## config.mk

```make
export PLATFORM = sky130hd
export DESIGN_NAME = dbg_trace_unit
export DESIGN_NICKNAME = d
export VERILOG_FILES = /design/src/rtl/dbg_pkg.sv /design/src/rtl/dbg_cfg_regs.sv /design/src/rtl/dbg_bp_match.sv /design/src/rtl/dbg_event_sel.sv /design/src/rtl/dbg_handler_ctl.sv /design/src/rtl/dbg_trace_unit.sv
export SDC_FILE = /design/constraint.sdc
export NUM_CORES = 1
export LEC_CHECK = 0
export ABC_AREA = 1
export BUFFER_PORTS_ARGS = -buffer_cell sky130_fd_sc_hd__buf_2
export CELL_PAD_IN_SITES_DETAIL_PLACEMENT = 1
export CELL_PAD_IN_SITES_GLOBAL_PLACEMENT = 2
export CORE_UTILIZATION = 31
export CTS_CLUSTER_SIZE = 8
export DETAILED_ROUTE_END_ITERATION = 8
export GPL_ROUTABILITY_DRIVEN = 1
export PLACE_DENSITY = 0.82
export SLEW_MARGIN = 0
export SYNTH_ARGS = -nofsm -noshare
export SYNTH_HDL_FRONTEND = slang
export SYNTH_SLANG_ARGS = --single-unit
```

## constraint.sdc

```tcl
create_clock -name clk -period 2.02 [get_ports clk]
set_input_delay 0.101 -clock clk [delete_from_list [all_inputs] [get_ports clk]]
set_output_delay 0.101 -clock clk [all_outputs]
set_load 0.1 [all_outputs]
```

## src/rtl/dbg_pkg.sv

```systemverilog
package dbg_pkg;

    localparam int IP_W    = 32;
    localparam int NUM_BP  = 2;
    localparam int CAUSE_W = 3;
    localparam int CLS_W   = 3;
    localparam int SEL_W   = 2;

    typedef enum logic [CAUSE_W-1:0] {
        CAUSE_NONE    = 3'd0,
        CAUSE_HWBP0   = 3'd1,
        CAUSE_HWBP1   = 3'd2,
        CAUSE_SWBRK   = 3'd3,
        CAUSE_STEP    = 3'd4,
        CAUSE_CALLRET = 3'd5,
        CAUSE_BRANCH  = 3'd6
    } cause_e;

    typedef enum logic [CLS_W-1:0] {
        ICLS_PLAIN   = 3'd0,
        ICLS_CALL    = 3'd1,
        ICLS_RET     = 3'd2,
        ICLS_BRANCH  = 3'd3,
        ICLS_SWBRK_A = 3'd4,
        ICLS_SWBRK_B = 3'd5
    } icls_e;

    localparam logic [SEL_W-1:0] CFG_BP0 = 2'd0;
    localparam logic [SEL_W-1:0] CFG_BP1 = 2'd1;
    localparam logic [SEL_W-1:0] CFG_TRC = 2'd2;
    localparam logic [SEL_W-1:0] CFG_CLR = 2'd3;

    // bit 0 step, bit 1 call/return, bit 2 branch
    typedef struct packed {
        logic branch;
        logic callret;
        logic step;
    } trc_en_t;

    typedef struct packed {
        logic   hit;
        cause_e cause;
    } dbg_evt_t;

    function automatic logic is_swbrk(icls_e c);
        return (c == ICLS_SWBRK_A) || (c == ICLS_SWBRK_B);
    endfunction

    function automatic logic is_callret(icls_e c);
        return (c == ICLS_CALL) || (c == ICLS_RET);
    endfunction

    function automatic cause_e bp_cause(int idx);
        return (idx == 0) ? CAUSE_HWBP0 : CAUSE_HWBP1;
    endfunction

endpackage

```

## src/rtl/dbg_cfg_regs.sv

```systemverilog
module dbg_cfg_regs
    import dbg_pkg::*;
#(
    parameter int W  = IP_W,
    parameter int NB = NUM_BP
) (
    input  logic             clk,
    input  logic             rst,
    input  logic             wr_en,
    input  logic [SEL_W-1:0] wr_sel,
    input  logic [W-1:0]     wr_data,
    output logic [W-1:0]     bp_addr [NB],
    output logic [NB-1:0]    bp_vld,
    output trc_en_t          trc_en
);

    for (genvar g = 0; g < NB; g++) begin : g_bp
        localparam logic [SEL_W-1:0] MY_SEL = SEL_W'(g);

        always_ff @(posedge clk) begin
            if (rst) begin
                bp_addr[g] <= '0;
                bp_vld[g]  <= 1'b0;
            end else if (wr_en && wr_sel == MY_SEL) begin
                bp_addr[g] <= wr_data;
                bp_vld[g]  <= 1'b1;
            end else if (wr_en && wr_sel == CFG_CLR && wr_data[g]) begin
                bp_vld[g]  <= 1'b0;
            end
        end
    end

    always_ff @(posedge clk) begin
        if (rst) begin
            trc_en <= '0;
        end else if (wr_en && wr_sel == CFG_TRC) begin
            trc_en <= trc_en_t'(wr_data[2:0]);
        end
    end

endmodule

```

## src/rtl/dbg_bp_match.sv

```systemverilog
module dbg_bp_match
    import dbg_pkg::*;
#(
    parameter int W  = IP_W,
    parameter int NB = NUM_BP
) (
    input  logic [W-1:0]  ip,
    input  logic [W-1:0]  bp_addr [NB],
    input  logic [NB-1:0] bp_vld,
    output logic [NB-1:0] hit
);

    for (genvar g = 0; g < NB; g++) begin : g_cmp
        assign hit[g] = bp_vld[g] && (ip == bp_addr[g]);
    end

endmodule

```

## src/rtl/dbg_event_sel.sv

```systemverilog
module dbg_event_sel
    import dbg_pkg::*;
#(
    parameter int NB = NUM_BP
) (
    input  logic             retire_vld,
    input  logic [CLS_W-1:0] retire_cls,
    input  logic [NB-1:0]    bp_hit,
    input  trc_en_t          trc_en,
    output dbg_evt_t         evt
);

    icls_e cls;
    assign cls = icls_e'(retire_cls);

    always_comb begin
        evt = '{hit: 1'b0, cause: CAUSE_NONE};
        if (retire_vld) begin
            // lowest priority first; later assignments override
            if (trc_en.step) begin
                evt = '{hit: 1'b1, cause: CAUSE_STEP};
            end
            if (trc_en.branch && cls == ICLS_BRANCH) begin
                evt = '{hit: 1'b1, cause: CAUSE_BRANCH};
            end
            if (trc_en.callret && is_callret(cls)) begin
                evt = '{hit: 1'b1, cause: CAUSE_CALLRET};
            end
            if (is_swbrk(cls)) begin
                evt = '{hit: 1'b1, cause: CAUSE_SWBRK};
            end
            for (int i = NB - 1; i >= 0; i--) begin
                if (bp_hit[i]) begin
                    evt = '{hit: 1'b1, cause: bp_cause(i)};
                end
            end
        end
    end

endmodule

```

## src/rtl/dbg_handler_ctl.sv

```systemverilog
module dbg_handler_ctl
    import dbg_pkg::*;
(
    input  logic     clk,
    input  logic     rst,
    input  dbg_evt_t evt,
    input  logic     hdl_done,
    output logic     req,
    output logic     busy,
    output cause_e   cause
);

    always_ff @(posedge clk) begin
        if (rst) begin
            req   <= 1'b0;
            busy  <= 1'b0;
            cause <= CAUSE_NONE;
        end else begin
            req <= 1'b0;
            if (busy) begin
                if (hdl_done) begin
                    busy  <= 1'b0;
                    cause <= CAUSE_NONE;
                end
            end else if (evt.hit) begin
                req   <= 1'b1;
                busy  <= 1'b1;
                cause <= evt.cause;
            end
        end
    end

endmodule

```

## src/rtl/dbg_trace_unit.sv

```systemverilog
module dbg_trace_unit
    import dbg_pkg::*;
(
    input  logic               clk,
    input  logic               rst,
    input  logic               retire_vld,
    input  logic [IP_W-1:0]    retire_ip,
    input  logic [CLS_W-1:0]   retire_cls,
    input  logic               cfg_wr_en,
    input  logic [SEL_W-1:0]   cfg_wr_addr,
    input  logic [IP_W-1:0]    cfg_wr_data,
    input  logic               hdl_done,
    output logic               dbg_req,
    output logic [CAUSE_W-1:0] dbg_cause,
    output logic               issue_stall
);

    logic [IP_W-1:0]   bp_addr [NUM_BP];
    logic [NUM_BP-1:0] bp_vld;
    logic [NUM_BP-1:0] bp_hit;
    trc_en_t           trc_en;
    dbg_evt_t          evt;
    cause_e            cause_q;

    dbg_cfg_regs #(.W(IP_W), .NB(NUM_BP)) u_cfg (
        .clk     (clk),
        .rst     (rst),
        .wr_en   (cfg_wr_en),
        .wr_sel  (cfg_wr_addr),
        .wr_data (cfg_wr_data),
        .bp_addr (bp_addr),
        .bp_vld  (bp_vld),
        .trc_en  (trc_en)
    );

    dbg_bp_match #(.W(IP_W), .NB(NUM_BP)) u_match (
        .ip      (retire_ip),
        .bp_addr (bp_addr),
        .bp_vld  (bp_vld),
        .hit     (bp_hit)
    );

    dbg_event_sel #(.NB(NUM_BP)) u_sel (
        .retire_vld (retire_vld),
        .retire_cls (retire_cls),
        .bp_hit     (bp_hit),
        .trc_en     (trc_en),
        .evt        (evt)
    );

    dbg_handler_ctl u_ctl (
        .clk      (clk),
        .rst      (rst),
        .evt      (evt),
        .hdl_done (hdl_done),
        .req      (dbg_req),
        .busy     (issue_stall),
        .cause    (cause_q)
    );

    assign dbg_cause = cause_q;

endmodule

```

Word-level counts from Yosys, hierarchy flattened. Cells that the tools add are included. Widths: inputs -> output; s select.

Register bits after elaboration: 74. Bits in latches: 0. Bits in writable memories: 0. ROM bits: 0. Output and inout port bits: 5. Word-level logic and storage cells: 56. Memories: 0.

Add/subtract/negate cells: 0. $mul: 0. Div/mod/pow operators: 0. $lt $le $gt $ge: 0. Equal/unequal tests: 11. Shifts and indexed selects: 0. Mux-type cells: 17. Bitwise gates (word level): 0. Reduce and logical (&&, ||, !) cells: 18.

Operators by type and width (number): $eq 32x32->1 (2); $mux 4 (7); $logic_and 1x1->1 (10); $mux 3 (3); $mux 1 (7); $eq 3x2->1 const B (2); $eq 3x3->1 const B (2); $reduce_bool 2->1 (3); $eq 2x2->1 const B (2); $eq 3x1->1 const B (1); $eq 2x1->1 const B (1); $logic_not 2->1 (1); $logic_or 1x1->1 (2); $ne 2x2->1 const B (1); $reduce_and 2->1 (1); $reduce_or 2->1 (1).

Logic depth before layout (Yosys ltp).
Depth in word-level cells: 10. Mapped depth: 13. Depth with buffers taken out: 13.

By module. Synthesis repeated with hierarchy kept, for this count alone.

Cells, all modules: 616. Area total of the unflattened synthesis: 3905.0 µm².

Modules (own cells, without submodules): dbg_cfg_regs (times used 1, cells an instance 304, area an instance 2478.6 µm²); dbg_bp_match (times used 1, cells an instance 259, area an instance 1099.8 µm²); dbg_handler_ctl (times used 1, cells an instance 27, area an instance 203.9 µm²); dbg_event_sel (times used 1, cells an instance 26, area an instance 122.6 µm²).

Worst setup path after synthesis. Ideal clock, no wire load.

Path type: register to register. Start: register u_ctl.busy. End: register u_ctl.cause[0]. Setup time: 0.066 ns. Data arrival time: 1.557 ns. Required time: 1.954 ns. Path slack: 0.397 ns. Stages on the path, launching flop included: 5. Buffers on the path: 0. Cell sequence: dfxtp_1 nor2_1 nand2_4 nand3_1 a21oi_2.

Word-level cells in the longest chain between the ends: 2. Elaborated cells on any way between the ends: 4.

RTL lines: from (decl) (line dbg_handler_ctl.sv:9) `output logic busy,`; from (signal assigned) (line dbg_handler_ctl.sv:16) `busy <= 1'b0;`; from (signal assigned) (line dbg_handler_ctl.sv:22) `busy <= 1'b0;`; from (signal assigned) (line dbg_handler_ctl.sv:27) `busy <= 1'b1;`; $ne 2x2->1 (no source line) / $reduce_bool 2->1 (equally long branches); $reduce_and 2->1 (no source line); to (signal assigned) (line dbg_handler_ctl.sv:28) `cause <= evt.cause;`; to (decl) (line dbg_handler_ctl.sv:10) `output cause_e cause`.

Parallel ways exist; a longest one is shown, timed or not. A chain may end at the register's enable or synchronous reset.

Final worst setup path.
Start: register u_cfg.bp_addr[53] (netlist name). End: register u_ctl.cause[0].

Word-level cells in the longest chain between the ends: 6. Elaborated cells on any way between the ends: 8.

RTL lines: from (decl) (line dbg_cfg_regs.sv:12) `output logic [W-1:0] bp_addr [NB],`; from (signal, indexed assignment) (line dbg_cfg_regs.sv:25) `bp_addr[g] <= wr_data;`; $eq 32x32->1 * (line dbg_bp_match.sv:14) `assign hit[g] = bp_vld[g] && (ip == bp_addr[g]);`; $logic_and 1x1->1 * (line dbg_bp_match.sv:14); $mux 4 * (line dbg_event_sel.sv:33) `if (bp_hit[i]) begin`; $mux 4 * (line dbg_event_sel.sv:18) `if (retire_vld) begin`; $mux 3 / $reduce_bool 2->1 (equally long branches); $mux 3 / $reduce_and 2->1 (equally long branches).

Every way passes the cells marked *; elsewhere a longest branch is shown, timed or not. The select of a mux whose other input is x is not followed.

==> run_results.csv <==
group,metric,value,unit
global_route,first_global_vias,3857,
routing,antenna_left,0,
synth,synth_top_area_share,40.53,%
clock_network,cts_tree,"yes",
timing,setup_violations,0,
timing,finalCritPeriodShare,73.79,%
setup_path,cp-end-kind,"flip-flop",
timing,finalWorstPathRequiredPeriod,1491,ps
floorplanning,initial_core_util,31.87,%
clock_network,clockBufferDepth,2,
global_route,track_usage,18.65,%
flow_run,max_cap_violations,0,
global_route,antenna_found_initial,0,
synth,netlist_area,3655,um^2
placement,gp_congestion,0.7426,
synth,syn-num-nets,621,
clock_network,cts_hold_buf,3,
finish,syn2layout_area_growth,23.52,%
setup_path,worstSetupStartpointType,"flip-flop",
run_status,status,"finished, final reports clean",
timing,hold_viol_final,0,
floorplanning,die_h,110.6,um
setup_path,crit_type,"reg2reg",
global_route,grt_pass1_wl,18.06,mm
synth,synthTopCellsByArea,"dfxtp_1 (41%), o21ai_0 (10%), nand2_1 (10%)",
timing,skew,7.392,ps
clock_network,cts.sinks,74,
setup_path,critical_path_required,2240,ps
routing,vias_per_cell,4.723,
synth,ys_ff_latch,74,
global_route,grt_overflow_total,0,
finish,layout_common_cells,"nand2_1 (98), nor2_1 (97), buf_2 (78), o21ai_0 (74), dfxtp_1 (74)",
clock_network,postCtsResizedCells,0,
synth,ys_seq_area_share,40.53,%
timing,max-slew-margin-rel,66.20,%
placement,dpl.hpwl,8.008,mm
routing,drc,0,
finish,multiInputGateArea,1808,um^2
pwr,ir_worst_vdd,0.0004612,V
timing,maxSlewViolCount,0,
clock_network,ctsRootBufferMaster,"clkbuf_16",
synth,synth_cells,547,
finish,nFillCells,1491,
routing,wl_per_cell,13.78,um
finish,layout_commonest_cell,"nand2_1",
synth,synth_warnings,0,
clock_network,cts_max_level,3,
timing,fin_setup_tns,0,ps
clock_network,cts_buffers,9,
routing,wirelength,10.61,mm
floorplanning,boundaryPins,79,
finish,drive_above_1_share,19.62,%
min_path,hp-class,"in2reg",
timing,max_slew.worst_pin.slew,506.5,ps
clock_network,clk_pin_slew,60,ps
pwr,power_leakage,2.061,nW
clock_network,clk_latency,340,ps
finish,fin_nets,700,
synth,synth.largest_area_cell,"dfxtp_1",
routing,drt-initial-drc-count,83,
pwr,power_density,796.7,nW/um^2
setup_path,critPathArrivalTime,1710,ps
floorplanning,core,11470,um^2
clock_network,cts_setup_buffers,0,
timing,rsz0062_at_grt,"false",
routing,first_pass_iters,4,
floorplanning,die_area,12230,um^2
global_route,grt_max_degree,35,
timing,fmax,670.9,MHz
synth,syn_area_per_cell,6.681,um^2
floorplanning,rows,39,
setup_path,crit_fanout,5,
floorplanning,die-width,110.6,um
placement,port-buffer-count,78,
routing,route.vias.total,3637,
timing,whs,7.119,ps
finish,diodes,0,
synth,synth_cell_type_count,24,
finish,seqCellArea,1481,um^2
-- where the power goes --
part / internal [mW] / switching, mW
clock network: 0.904 / 0.588
logic: 0.203 / 0.321
registers: 1.54 / 0.0433
total: 2.64 / 0.952
-- synth_stat cells --
master    number
inv_1         64
a21oi_1       39
nand2_1       98
clkbuf_1      13
nand4_1        5
or2_0          1
clkbuf_2       2
nand3_1        9
xnor2_1       16
xor2_1         8
or2_2          1
nor2_2         5
nor2_1        97
o21ai_1        7
nand2_4        1
nand3_2        6
inv_2         11
dfxtp_1       74
buf_2          5
nor3_1         2
o22ai_1        5
o21ai_0       74
a21boi_1       2
a21oi_2        2
-- area by class of cell --
cell class / instances / area share, %
Timing Repair Buffer: 88 / 11.03
Clock buffer: 12 / 5.904
Sequential cell: 74 / 32.82
Tap cell: 143 / 3.963
Inverter: 75 / 6.236
Multi-Input combinational cell: 378 / 40.05
-- logic make-up after synthesis --
group	Yosys count	share of synthesized area [%]
flip-flops	74	40.53
AND/OR/NAND/NOR	225	25.54
AO/OA/AOI/OAI	129	18.18
XOR/XNOR	24	5.751
buffers and inverters	95	9.997
-- stage by stage --
stage	cell area, um^2	setup slack (ps)	cells	power, mW	utilization [%]
after floorplan	3655	396.6	547	1.931	-
after global placement	4218	544.0	755	2.122	36.78
after detailed placement	4218	511.4	755	2.140	36.78
after CTS	4514	495.8	770	3.671	39.37
after global routing	4514	338.6	770	3.794	39.37
final	4514	529.4	770	3.596	39.37
-- worst max-delay path, stage by stage, from the launching register on --
cell	delay [ps]
dfxtp_1	330
inv_1	60
nand2_1	50
nand2_1	40
inv_1	40
nand2_1	70
nor2_1	140
nand2_1	100
nor2_2	100
nand3_2	110
nand3_2	120
nand2_4	70
nand3_1	100
a21oi_2	50
-- sequential cells by signal (all words and copies together), names as in the netlist --
signal	count
u_ctl.busy	1
u_ctl.cause	3
u_cfg.bp_vld	2
u_cfg.bp_addr	64
u_cfg.trc_en	3
u_ctl.req	1
-- worst paths after layout --
kind | start | to | slack, ps | depth (start not counted)
setup reg to reg | u_cfg.bp_addr[53] | u_ctl.cause[0] | 530 | 13
setup / recovery | u_cfg.bp_addr[53] | u_ctl.cause[0] | 530 | 13
hold / removal | cfg_wr_data[28] | u_cfg.bp_addr[28] | 7 | 3
hold reg to reg | u_cfg.trc_en[0] | u_cfg.trc_en[0] | 450 | 2
-- layer usage --
| metal | vias to the layer above | global-route usage (%) | share of wire, % |
|---|---|---|---|
| li1 | 1874 | - | - |
| met1 | 1701 | 22.64 | 46 |
| met2 | 51 | 32.71 | 50 |
| met3 | 11 | 4.446 | 3.2 |
| met4 | 0 | 5.067 | 1.2 |
| met5 | - | 0 | 0 |
No activity file was read; power rests on OpenSTA's default activity.
